[config.mk]
export PLATFORM = sky130hd
export DESIGN_NAME = prog_frame_seq
export DESIGN_NICKNAME = d
export VERILOG_FILES = /design/src/rtl/prog_frame_pkg.sv /design/src/rtl/prog_frame_enc.sv /design/src/rtl/prog_wait_timer.sv /design/src/rtl/prog_frame_seq.sv
export SDC_FILE = /design/constraint.sdc
export NUM_CORES = 1
export LEC_CHECK = 0
export BUFFER_PORTS_ARGS = -buffer_cell sky130_fd_sc_hd__buf_4
export CORE_MARGIN = 2
export CORE_UTILIZATION = 25
export CTS_BUF_LIST = sky130_fd_sc_hd__clkbuf_4
export CTS_CLUSTER_SIZE = 10
export DETAILED_ROUTE_END_ITERATION = 7
export GPL_TIMING_DRIVEN = 0
export SYNTH_ARGS = -nofsm -noshare
export SYNTH_HDL_FRONTEND = slang
export SYNTH_SLANG_ARGS = --single-unit
[constraint.sdc]
create_clock -name clk -period 2.4 [get_ports clk]
set_clock_uncertainty 0.05 [all_clocks]
set_input_delay 0.24 -clock clk [delete_from_list [all_inputs] [get_ports clk]]
set_output_delay 0.24 -clock clk [all_outputs]
set_load 0.005 [all_outputs]
[src/rtl/prog_frame_pkg.sv]
package prog_frame_pkg;
  typedef enum logic [3:0] {
    OP_PWR_LO = 4'd0,
    OP_PWR_HI = 4'd1,
    OP_PRD    = 4'd2,
    OP_DWR    = 4'd3,
    OP_DRD    = 4'd4,
    OP_ERASE  = 4'd5,
    OP_LOCK   = 4'd6,
    OP_SIG    = 4'd7,
    OP_PAGE   = 4'd8,
    OP_RAW    = 4'd9
  } op_e;

  typedef enum logic [1:0] {
    W_NONE = 2'd0,
    W_WR   = 2'd1,
    W_LONG = 2'd2,
    W_PAGE = 2'd3
  } wait_e;

  typedef enum logic [2:0] {
    S_IDLE = 3'd0,
    S_EVAL = 3'd1,
    S_SEND = 3'd2,
    S_WAIT = 3'd3,
    S_FIN  = 3'd4
  } seq_e;

  localparam int unsigned MAX_BYTES = 12;
  localparam int unsigned IDX_W = $clog2(MAX_BYTES);
endpackage

[src/rtl/prog_frame_enc.sv]
module prog_frame_enc
  import prog_frame_pkg::*;
(
  input  logic [3:0]       op,
  input  logic             narrow,
  input  logic             inv_data,
  input  logic             page_tgt,
  input  logic [15:0]      addr,
  input  logic [7:0]       data,
  input  logic [IDX_W-1:0] idx,
  output logic [7:0]       tx,
  output logic [IDX_W-1:0] last,
  output logic             cap,
  output wait_e            wsel,
  output logic             reject
);
  logic [7:0] ah, al, pk, wd;
  logic [1:0] pos, frm;

  assign ah  = addr[15:8];
  assign al  = addr[7:0];
  assign pk  = {addr[12:8], 3'b000};
  assign wd  = inv_data ? ~data : data;
  assign pos = idx[1:0];
  assign frm = idx[3:2];

  always_comb begin
    tx     = 8'h00;
    last   = IDX_W'(3);
    cap    = 1'b0;
    wsel   = W_NONE;
    reject = 1'b0;
    case (op_e'(op))
      OP_PWR_LO, OP_PWR_HI: begin
        wsel = page_tgt ? W_NONE : W_WR;
        if (narrow) begin
          reject = (op == OP_PWR_HI);
          last   = IDX_W'(2);
          case (pos)
            2'd0:    tx = pk | 8'h02;
            2'd1:    tx = al;
            default: tx = wd;
          endcase
        end else begin
          case (pos)
            2'd0:    tx = (op == OP_PWR_HI) ? 8'h48 : 8'h40;
            2'd1:    tx = ah;
            2'd2:    tx = al;
            default: tx = wd;
          endcase
        end
      end
      OP_PRD: begin
        if (narrow) begin
          last = IDX_W'(2);
          case (pos)
            2'd0:    tx = pk | 8'h01;
            2'd1:    tx = al;
            default: cap = 1'b1;
          endcase
        end else begin
          last = IDX_W'(7);
          case (pos)
            2'd0:    tx = (frm == 2'd0) ? 8'h28 : 8'h20;
            2'd1:    tx = ah;
            2'd2:    tx = al;
            default: cap = 1'b1;
          endcase
        end
      end
      OP_DWR, OP_DRD: begin
        wsel = (op == OP_DWR) ? W_WR : W_NONE;
        if (narrow) begin
          last = IDX_W'(2);
          case (pos)
            2'd0:    tx = pk | ((op == OP_DWR) ? 8'h06 : 8'h05);
            2'd1:    tx = al;
            default: begin
              tx  = (op == OP_DWR) ? data : 8'h00;
              cap = (op == OP_DRD);
            end
          endcase
        end else begin
          case (pos)
            2'd0:    tx = (op == OP_DWR) ? 8'hC0 : 8'hA0;
            2'd1:    tx = ah;
            2'd2:    tx = al;
            default: begin
              tx  = (op == OP_DWR) ? data : 8'h00;
              cap = (op == OP_DRD);
            end
          endcase
        end
      end
      OP_ERASE: begin
        wsel = W_LONG;
        if (narrow) begin
          last = IDX_W'(2);
          case (pos)
            2'd0:    tx = 8'hAC;
            2'd1:    tx = 8'h04;
            default: tx = 8'h00;
          endcase
        end else begin
          case (pos)
            2'd0:    tx = 8'hAC;
            2'd1:    tx = 8'h80;
            2'd2:    tx = 8'h04;
            default: tx = 8'h00;
          endcase
        end
      end
      OP_LOCK: begin
        wsel = W_LONG;
        if (narrow) last = IDX_W'(2);
        case (pos)
          2'd0:    tx = 8'hAC;
          2'd1:    tx = narrow ? ((data & 8'hE0) | 8'h07) : ((data & 8'h06) | 8'hE0);
          default: tx = 8'h00;
        endcase
      end
      OP_SIG: begin
        reject = narrow;
        last   = IDX_W'(11);
        case (pos)
          2'd0:    tx = 8'h30;
          2'd1:    tx = 8'h00;
          2'd2:    tx = {6'd0, 2'd2 - frm};
          default: cap = 1'b1;
        endcase
      end
      OP_PAGE: begin
        wsel = W_PAGE;
        case (pos)
          2'd0:    tx = 8'h4C;
          2'd1:    tx = ah;
          2'd2:    tx = al;
          default: tx = 8'h00;
        endcase
      end
      OP_RAW: begin
        wsel = W_PAGE;
        case (pos)
          2'd0:    tx = ah;
          2'd1:    tx = al;
          2'd2:    tx = data;
          default: cap = 1'b1;
        endcase
      end
      default: reject = 1'b1;
    endcase
  end
endmodule

[src/rtl/prog_wait_timer.sv]
module prog_wait_timer #(
  parameter int unsigned CNT_W = 8
) (
  input  logic             clk,
  input  logic             rst_n,
  input  logic             load,
  input  logic [CNT_W-1:0] load_val,
  output logic             expired
);
  logic [CNT_W-1:0] cnt_q, cnt_d;
  logic             cnt_en;

  assign expired = (cnt_q == '0);
  assign cnt_en  = load || !expired;

  always_comb begin
    cnt_d = cnt_q;
    if (load)          cnt_d = load_val;
    else if (!expired) cnt_d = cnt_q - 1'b1;
  end

  always_ff @(posedge clk or negedge rst_n) begin
    if (!rst_n)      cnt_q <= '0;
    else if (cnt_en) cnt_q <= cnt_d;
  end
endmodule

[src/rtl/prog_frame_seq.sv]
module prog_frame_seq
  import prog_frame_pkg::*;
#(
  parameter int unsigned WAIT_WR     = 20,
  parameter int unsigned WAIT_LONG   = 40,
  parameter int unsigned WAIT_PAGE   = 60,
  parameter logic [7:0]  NARROW_CODE = 8'h86,
  parameter logic [7:0]  INV_CODE    = 8'h40,
  parameter logic [7:0]  PAGE_CODE_A = 8'h40,
  parameter logic [7:0]  PAGE_CODE_B = 8'h41
) (
  input  logic        clk,
  input  logic        rst_n,
  input  logic        start,
  input  logic [3:0]  op,
  input  logic [7:0]  target,
  input  logic [15:0] addr,
  input  logic [7:0]  wdata,
  output logic        spi_req,
  output logic [7:0]  spi_tx,
  input  logic        spi_ack,
  input  logic [7:0]  spi_rx,
  output logic        done,
  output logic        err,
  output logic [23:0] rdata
);
  localparam int unsigned MAX_W0 = (WAIT_WR > WAIT_LONG) ? WAIT_WR : WAIT_LONG;
  localparam int unsigned MAX_W  = (MAX_W0 > WAIT_PAGE) ? MAX_W0 : WAIT_PAGE;
  localparam int unsigned CNT_W  = $clog2(MAX_W + 1);

  // reset: asserted asynchronously, released on a clock edge
  logic rst_m, rst_s;
  always_ff @(posedge clk or negedge rst_n) begin
    if (!rst_n) begin
      rst_m <= 1'b0;
      rst_s <= 1'b0;
    end else begin
      rst_m <= 1'b1;
      rst_s <= rst_m;
    end
  end

  seq_e             state_q, state_d;
  logic [IDX_W-1:0] idx_q, idx_d;
  logic [23:0]      rd_q, rd_d;
  logic             err_q, err_d;
  logic [3:0]       op_q;
  logic [7:0]       tgt_q, data_q;
  logic [15:0]      addr_q;
  logic             lat_en;

  logic [7:0]       enc_tx;
  logic [IDX_W-1:0] enc_last;
  logic             enc_cap, enc_rej;
  wait_e            enc_wsel;
  logic [CNT_W-1:0] wlen;
  logic             t_load, t_exp;

  prog_frame_enc u_enc (
    .op       (op_q),
    .narrow   (tgt_q == NARROW_CODE),
    .inv_data (tgt_q == INV_CODE),
    .page_tgt ((tgt_q == PAGE_CODE_A) || (tgt_q == PAGE_CODE_B)),
    .addr     (addr_q),
    .data     (data_q),
    .idx      (idx_q),
    .tx       (enc_tx),
    .last     (enc_last),
    .cap      (enc_cap),
    .wsel     (enc_wsel),
    .reject   (enc_rej)
  );

  always_comb begin
    case (enc_wsel)
      W_WR:    wlen = CNT_W'(WAIT_WR);
      W_LONG:  wlen = CNT_W'(WAIT_LONG);
      W_PAGE:  wlen = CNT_W'(WAIT_PAGE);
      default: wlen = '0;
    endcase
  end

  prog_wait_timer #(.CNT_W(CNT_W)) u_timer (
    .clk      (clk),
    .rst_n    (rst_s),
    .load     (t_load),
    .load_val (wlen - 1'b1),
    .expired  (t_exp)
  );

  always_comb begin
    state_d = state_q;
    idx_d   = idx_q;
    rd_d    = rd_q;
    err_d   = err_q;
    lat_en  = 1'b0;
    t_load  = 1'b0;
    case (state_q)
      S_IDLE: if (start) begin
        lat_en  = 1'b1;
        idx_d   = '0;
        rd_d    = '0;
        err_d   = 1'b0;
        state_d = S_EVAL;
      end
      S_EVAL: begin
        err_d   = enc_rej;
        state_d = enc_rej ? S_FIN : S_SEND;
      end
      S_SEND: if (spi_ack) begin
        if (enc_cap) rd_d = {rd_q[15:0], spi_rx};
        if (idx_q == enc_last) begin
          t_load  = (wlen != '0);
          state_d = (wlen != '0) ? S_WAIT : S_FIN;
        end else begin
          idx_d = idx_q + 1'b1;
        end
      end
      S_WAIT:  if (t_exp) state_d = S_FIN;
      default: state_d = S_IDLE;
    endcase
  end

  always_ff @(posedge clk or negedge rst_s) begin
    if (!rst_s) begin
      state_q <= S_IDLE;
      idx_q   <= '0;
      rd_q    <= '0;
      err_q   <= 1'b0;
    end else begin
      state_q <= state_d;
      idx_q   <= idx_d;
      rd_q    <= rd_d;
      err_q   <= err_d;
    end
  end

  always_ff @(posedge clk) begin
    if (lat_en) begin
      op_q   <= op;
      tgt_q  <= target;
      addr_q <= addr;
      data_q <= wdata;
    end
  end

  assign spi_req = (state_q == S_SEND);
  assign spi_tx  = enc_tx;
  assign done    = (state_q == S_FIN);
  assign err     = err_q;
  assign rdata   = rd_q;

  a_r12_done_single: assert property (@(posedge clk) disable iff (!rst_s)
    done |=> !done);
  a_r12_tx_held: assert property (@(posedge clk) disable iff (!rst_s)
    (spi_req && !spi_ack) |=> (spi_req && $stable(spi_tx)));
  a_r12_busy_ignores_start: assert property (@(posedge clk) disable iff (!rst_s)
    (state_q != S_IDLE) |=> $stable(op_q));
  a_r4_reject_no_xfer: assert property (@(posedge clk) disable iff (!rst_s)
    (state_q == S_EVAL && enc_rej) |=> (done && err && !spi_req));
  a_r6_wait_holds: assert property (@(posedge clk) disable iff (!rst_s)
    (state_q == S_WAIT && !t_exp) |=> (state_q == S_WAIT && !spi_req));
endmodule

==> results by group, run 1 <==
STA
  • Final setup viols: 45
  • RSZ-0062 raised after global routing: true
  • Fin crit share: 127%
  • Final Worst Setup Slack: -0.640 ns
  • Slew Limit Fails: 0
  • FMAX: 0.329 GHz
  • Hold_ws: 0.0710 ns
  • Worst Max-Slew Pin Slew: 0.844 ns
  • Final Hold Viols: 0
  • Fin crit period: 3.04 ns
  • Max_slew headroom: 43.7%

GRT
  • Pin count of the biggest net entering global routing: 39
  • Number of antenna violations at the first check in global routing: 1
  • Number of global-route vias before repair: 4642
  • Total GRT Usage: 16.4%
  • GRT overflow: 0
  • First-pass GRT wire length: 25100 µm

Finish
  • Fin util: 39.4%
  • Fin nets: 754
  • Multi-input logic area: 2620 µm²
  • Fillers: 1808
  • Reg area: 2090 µm²
  • Proportion of layout cells with a drive suffix above 1: 34.6%
  • Area grow syn2layout: 54.7%

Yosys
  • #FFs+latches synth: 76
  • Commonest cells post-synth: nand2_1 (92), o21ai_1 (41), dfrtp_1 (40), a21oi_1 (36), edfxtp_1 (36)
  • Top FF cell, synth: dfrtp_1
  • Number of synthesized flops with an enable pin: 36
  • Fraction of registers with async set or reset after synthesis: 52.6%
  • Cell taking the most area after synthesis: edfxtp_1
  • Synth Area in Compound Gates: 23.4%
  • Multiplexer share of the synthesized area: 0.687%
  • Syn Nets: 565
  • Synth Area in Adders: 2.20%
  • Synth unique cells: 69
  • Mapped cell area: 4560 µm²
  • Warnings, synthesis: 0
  • Area share of and/or/nand/nor cells after synthesis: 21.4%
  • Xor and xnor area share after synthesis: 1.92%
  • Top-area cell type share of the netlist area: 23.7%
  • Largest family of logic cells by synthesized area: compound AO/OA/AOI/OAI gates
  • Most frequent cell after synthesis: nand2_1
  • Sequential-to-total area share from yosys stat: 45.7%
  • Largest cells by area after synthesis: edfxtp_1 (24%), dfrtp_1 (22%), nand2_1 (7.6%)
  • Syn_area_per_cell: 8.95 µm²
  • Post-Synthesis Cells: 509

Detailed routing
  • WL final: 16100 µm
  • Remaining antenna violation count: 0
  • Via-to-Cell Ratio: 5.16
  • Via count: 4815
  • Initial DRC count: 546
  • Post-route DRC: 0
  • DR WL/cell: 17.2 µm
  • First-pass DRT Iterations: 6

Clock network
  • Cts bufs inserted: 9
  • Clock root cell: clkbuf_4
  • Sink Count: 76
  • Maximum clock insertion buffer count: 2
  • CTS H-Tree Depth: 3
  • CTS tree: built
  • Clk slew on worst S/H paths: 0.15 ns
  • Skew-Pair Late Insertion Delay: 0.48 ns

Power and ir drop
  • Cell Int Power: 3.73 mW
  • Sw Pwr: 2.86 mW
  • Sw Share: 43.4%
  • P_leak: 2.81 nW
  • Sequential fraction of design power: 30.7%
  • Final Total Pwr: 6.60 mW
  • Comb pwr share: 57.4%
  • Worst VDD drop: 0.480 mV
  • Clock power share: 11.9%
  • Pwr per Cell Area: 936 nW/µm²

Floorplanning
  • Core box area: 17900 µm²
  • Initial Utilization: 25.4%
  • Std-Cell Rows: 49
  • Die Wd: 139 µm
  • Die ar.: 19300 µm²
  • Die height: 139 µm
  • IO Count: 83

Setup path
  • Critical Path AT: 2.75 ns
  • CP cell instances: inv_4 > ha_4 > clkbuf_16 > buf_8 > clkbuf_16 > a222oi_1 > o22ai_1 > a21oi_1 > o211ai_1 > buf_4
  • Beginning of the worst register-to-register path: tgt_q[4]
  • Worst Path Required: 2.11 ns
  • CP most frequent cell: clkbuf_16
  • Crit Path Max Fanout: 7
  • Crit. Startpoint: idx_q[0]
  • Crit-path leading delay family: compound AO/OA/AOI/OAI gates
  • Crit. End Element: output pin
  • Register-to-Register Setup Slack: -0.48 ns
  • CP max stage delay: 0.48 ns
  • Reg2Reg Depth: 14
  • CP max stage cell: dfrtp_2
  • WS Path Type: reg -> out
  • Worst path bufs/invs: 5
  • R2R Path End: u_timer.cnt_q[4]
  • Critical Path Start Type: flop

Job
  • Max Cap Viol: 0

Place
  • Pre-CTS setup slack: -0.793 ns
  • Detailed Place HPWL: 10300 µm
  • Routability Congestion: 0.930
  • Port Buffers: 82

Min path
  • HP Class: in -> reg
  • Hold endpoint: state_q[1]
  • WHS Path Cells: 4
  • Hold path startpoint: spi_ack

Status
  • Failing checks: setup timing
  • Status: finished, violations left
## power groups by stage
stage                     logic [mW]  registers [mW]  clock network (mW)
final                           3.79            2.03               0.786
after global routing            4.07            2.07               0.871
after CTS                       3.52            2.02               0.811
after detailed placement        2.65            2.05                   0
after global placement          2.66            2.05                   0
after floorplan                 1.72            1.97                   0
## placed cells by master (no fill, tap or decap), types with 12 or more instances in the layout
master	netlist	final
buf_4	3	131
nand2_1	92	85
dlygate4sd3_1	0	47
o21ai_1	41	39
dfrtp_1	40	37
edfxtp_1	36	36
a21oi_1	36	34
nor2_1	29	26
o21ai_0	17	15
clkbuf_4	0	12
nand3_1	13	12
nor3_1	17	12
## sequential cells by signal (all words and copies together), names as in the netlist
register / flops
op_q: 4
state_q: 3
rdata: 24
rst_m: 1
err: 1
rst_s: 1
addr_q: 16
tgt_q: 8
data_q: 8
idx_q: 4
u_timer.cnt_q: 6
## cell families after synthesis
group	count (synthesis)
other	1
buffers and inverters	46
muxes	3
adders and majority gates	8
DFF	76
AOI/OAI and AO/OA	167
xor gates and xnor gates	10
and+or+nand+nor	198
## worst max path at each step
| stage | to | slack [ns] | cells past startpoint |
|---|---|---|---|
| 4_1_cts | spi_tx[7] | -0.60 | 8 |
| 2_1_floorplan | u_timer.cnt_q[4] | -0.11 | 12 |
| 6_report | spi_tx[4] | -0.64 | 10 |
| 5_1_grt | spi_tx[7] | -0.75 | 8 |
| 3_3_place_gp | spi_tx[5] | -0.84 | 8 |
| 3_5_place_dp | spi_tx[5] | -0.79 | 8 |
## worst register-to-register path, cell delays in order (launching register included)
cell      delay, ns
edfxtp_1       0.47
or4_4          0.59
buf_4          0.16
buf_8          0.12
buf_4          0.14
o21ai_2        0.13
xnor2_1        0.14
nand4_2        0.13
or2_1          0.25
buf_6          0.15
nand2_4        0.06
ha_4           0.14
nand2_2        0.05
xor2_1         0.13
o32ai_1        0.10
## per-layer routing
metal / share of wire (%) / wire length, µm / global-route usage (%)
met4: 3.5 / 560 / 8.13
met2: 47 / 7570 / 25.5
met3: 7.3 / 1180 / 3.28
met1: 42 / 6760 / 21.8
met5: 0 / 0 / 0
## area by class of cell
class                      count  share of cell area, %
tap                          229                   4.06
sequential                    76                   29.6
clock inverter                 7                  0.994
clock buffer                   9                  0.958
inverter                      10                  0.568
timing repair buffer         184                   22.2
multi-input combinational    387                   37.1
antenna                        1                 0.0355
buffer                        30                   4.54
## timing repair
action	4_1_cts	5_1_grt
endpoints found under the hold margin	47	0
setup buffers	41	13
cloned	1	0
endpoints found under the setup margin	36	38
gates resized for setup	107	31
hold buffers	47	0
pin swaps	27	18
## metrics by stage
step	TNS [ns]	instance area, µm²	cells
3_3_place_gp	-21.67	5490	820
5_1_grt	-19.12	7050	933
4_1_cts	-6.51	6840	920
6_report	-14.09	7050	933
3_5_place_dp	-16.18	5490	820
2_1_floorplan	-0.162	4590	509
(Power assumes the default switching activity.)
==> run 2, diff against run 1 <==
SETUP_SLACK_MARGIN = 0.5   (was default)
==> run 2 against run 1 <==
Compared with the run above: the run still ends with setup timing left; wire length increased by 1.7%; register-to-register slack improved by 0.20 ns; final area rose by 5.1%; combinational power rose by 9.0%; critical path depth unchanged; global-route usage fell by 0.34 points.
==> results by group, run 2 (synthesis gave the netlist of run 1 again) <==
Place
  • Port Buffers: 82 (unchanged)
  • Detailed Place HPWL: 10200 µm (-1.6%)
  • Routability Congestion: 0.938 (+0.88%)

Clock network
  • Skew-Pair Late Insertion Delay: 0.46 ns (-0.02 ns)
  • Cts bufs inserted: 9 (unchanged)
  • Clk slew on worst S/H paths: 0.15 ns (about the same)
  • Clock root cell: clkbuf_4
  • Maximum clock insertion buffer count: 2 (unchanged)
  • CTS tree: built
  • CTS H-Tree Depth: 3 (unchanged)
  • Sink Count: 76 (unchanged)

Detailed routing
  • Via-to-Cell Ratio: 5.21 (+0.96%)
  • Remaining antenna violation count: 0 (unchanged)
  • First-pass DRT Iterations: 7 (+1)
  • Initial DRC count: 533 (-2.4%)
  • WL final: 16300 µm (+1.7%)
  • Post-route DRC: 0 (unchanged)
  • DR WL/cell: 17.2 µm (-0.25%)
  • Via count: 4955 (+2.9%)

Setup path
  • Reg2Reg Depth: 13 (-1)
  • Critical Path AT: 2.78 ns (+0.03 ns)
  • R2R Path End: u_timer.cnt_q[4]
  • Worst Path Required: 2.11 ns (about the same)
  • Crit Path Max Fanout: 5 (-2)
  • Register-to-Register Setup Slack: -0.28 ns (+0.20 ns)
  • WS Path Type: reg -> out
  • Crit. End Element: output pin
  • Critical Path Start Type: flop
  • Beginning of the worst register-to-register path: tgt_q[3]

GRT
  • Pin count of the biggest net entering global routing: 39 (unchanged)
  • Total GRT Usage: 16.1% (-0.34 points)
  • Number of global-route vias before repair: 4558 (-1.8%)
  • First-pass GRT wire length: 24600 µm (-2.0%)
  • Number of antenna violations at the first check in global routing: 1 (unchanged)
  • GRT overflow: 0 (unchanged)

Finish
  • Commonest non-fill, non-tap cells in the layout: buf_4 (127), nand2_1 (76), dlygate4sd3_1 (46)
  • Fillers: 1772 (-2.0%)
  • Proportion of layout cells with a drive suffix above 1: 41.1% (+6.5 points)
  • Number of flip-flops under the largest register name: 24 (unchanged)
  • Fin nets: 772 (+2.4%)
  • Area grow syn2layout: 62.6%
  • Commonest non-fill, non-tap cell in the layout: buf_4

Power and ir drop
  • Pwr per Cell Area: 946 nW/µm² (+1.1%)
  • P_leak: 2.99 nW (+6.2%)
  • Worst VDD drop: 0.369 mV (-23%)
  • Clock power share: 12.3% (+0.4 points)
  • Sw Pwr: 2.96 mW (+3.3%)
  • Sw Share: 42.2% (-1.2 points)
  • Comb pwr share: 58.9% (+1.5 points)
  • Cell Int Power: 4.05 mW (+8.5%)
  • Sequential fraction of design power: 28.8% (-1.9 points)
  • Final Total Pwr: 7.01 mW (+6.2%)

STA
  • FMAX: 0.326 GHz (-0.95%)
  • Fin crit share: 128% (+1.2 points)
  • Final setup viols: 16 (-64%)
  • Fin crit period: 3.07 ns (+0.0291 ns)
  • Final Worst Setup Slack: -0.669 ns (-0.0291 ns)
  • Hold_ws: 0.0404 ns (-0.0307 ns)
  • Max_slew headroom: 43.6% (-0.13 points)
  • Worst Max-Slew Pin Slew: 0.846 ns (+0.00191 ns)
  • Slew Limit Fails: 0 (unchanged)
  • Setup TNS: -5.41 ns (+8.68 ns)
  • Final Hold Viols: 0 (unchanged)
  • RSZ-0062 raised after global routing: true

Floorplanning
  • Std-Cell Rows: 49 (unchanged)
  • IO Count: 83 (unchanged)
  • Initial Utilization: 25.4% (unchanged)
  • Die height: 139 µm (unchanged)
  • Core box area: 17900 µm² (unchanged)
  • Die Wd: 139 µm (unchanged)
  • Die ar.: 19300 µm² (unchanged)

Job
  • Max Cap Viol: 0 (unchanged)

Status
  • Failing checks: setup timing
  • Status: finished, violations left

Min path
  • HP Class: in -> async
## run 2: cell count changes in the layout (fill, tap and decap cells not counted), moves of 4 or more
cell and change:
buf_6 +13, nand2_1 -9, nand2_2 +9, o21ai_2 +7, o21ai_1 -5, a21oi_1 -4, a21oi_2 +4, buf_4 -4
## run 2: worst max-delay path, stage by stage, from the launching register on
cell	delay, ns
dfrtp_2	0.44
buf_6	0.13
ha_4	0.15
clkbuf_16	0.16
buf_12	0.14
a22o_4	0.23
nor2b_4	0.14
o31ai_2	0.25
a21oi_1	0.12
or3_4	0.41
buf_6	0.13
## run 2: worst max path at each step
stage	start	endpoint	slack (ns)
floorplan	tgt_q[4]	u_timer.cnt_q[4]	-0.11
global placement	op_q[1]	spi_tx[2]	-0.59
detailed placement	op_q[1]	spi_tx[2]	-0.61
CTS	idx_q[1]	spi_tx[7]	-0.69
global route	idx_q[0]	spi_tx[7]	-0.78
finish	idx_q[0]	spi_tx[7]	-0.67
## run 2: through the flow
step	instance area (µm²)	setup WS [ns]	utilization (%)	cells
final	7410	-0.669	41.4	951
after global routing	7410	-0.784	41.4	951
after CTS	6890	-0.691	38.5	921
after detailed placement	5580	-0.609	31.2	820
after global placement	5580	-0.589	31.2	820
after floorplan	4680	-0.105	-	509
## run 2: power by group through the flow
stage	logic (mW)	clock network, mW	registers, mW
finish	4.13	0.861	2.02
global route	4.39	0.938	2.07
CTS	3.60	0.895	2.01
detailed placement	2.76	0	2.06
global placement	2.76	0	2.06
floorplan	1.84	0	1.98
## run 2: timing repair
action                     CTS  global route
buffers inserted            36            27
pin swaps                   26            27
gates resized for setup     91            80
hold endpoints to repair    47             0
hold buffers                46             0
gates cloned                 3             2
setup endpoints to repair   84            84
## run 2: final cells by class
cell class / instances / area (µm²) / share of cell area [%]
inverters: 10 / 41.3 / 0.558
well taps: 229 / 287 / 3.87
flip-flops and latches: 76 / 2090 / 28.2
diodes: 1 / 2.50 / 0.0338
repair buffers: 195 / 1720 / 23.2
clock inverters: 7 / 80.1 / 1.08
plain buffers: 36 / 402 / 5.42
clock buffers: 9 / 67.6 / 0.912
repair inverters: 1 / 7.51 / 0.101
multi-input cells: 387 / 2720 / 36.7
## run 2: metal layers
metal  global-route usage [%]  wire length (µm)
met1                     22.2              6870
met2                     25.0              7710
met3                     2.66              1170
met4                     6.75               585
met5                        0                 0
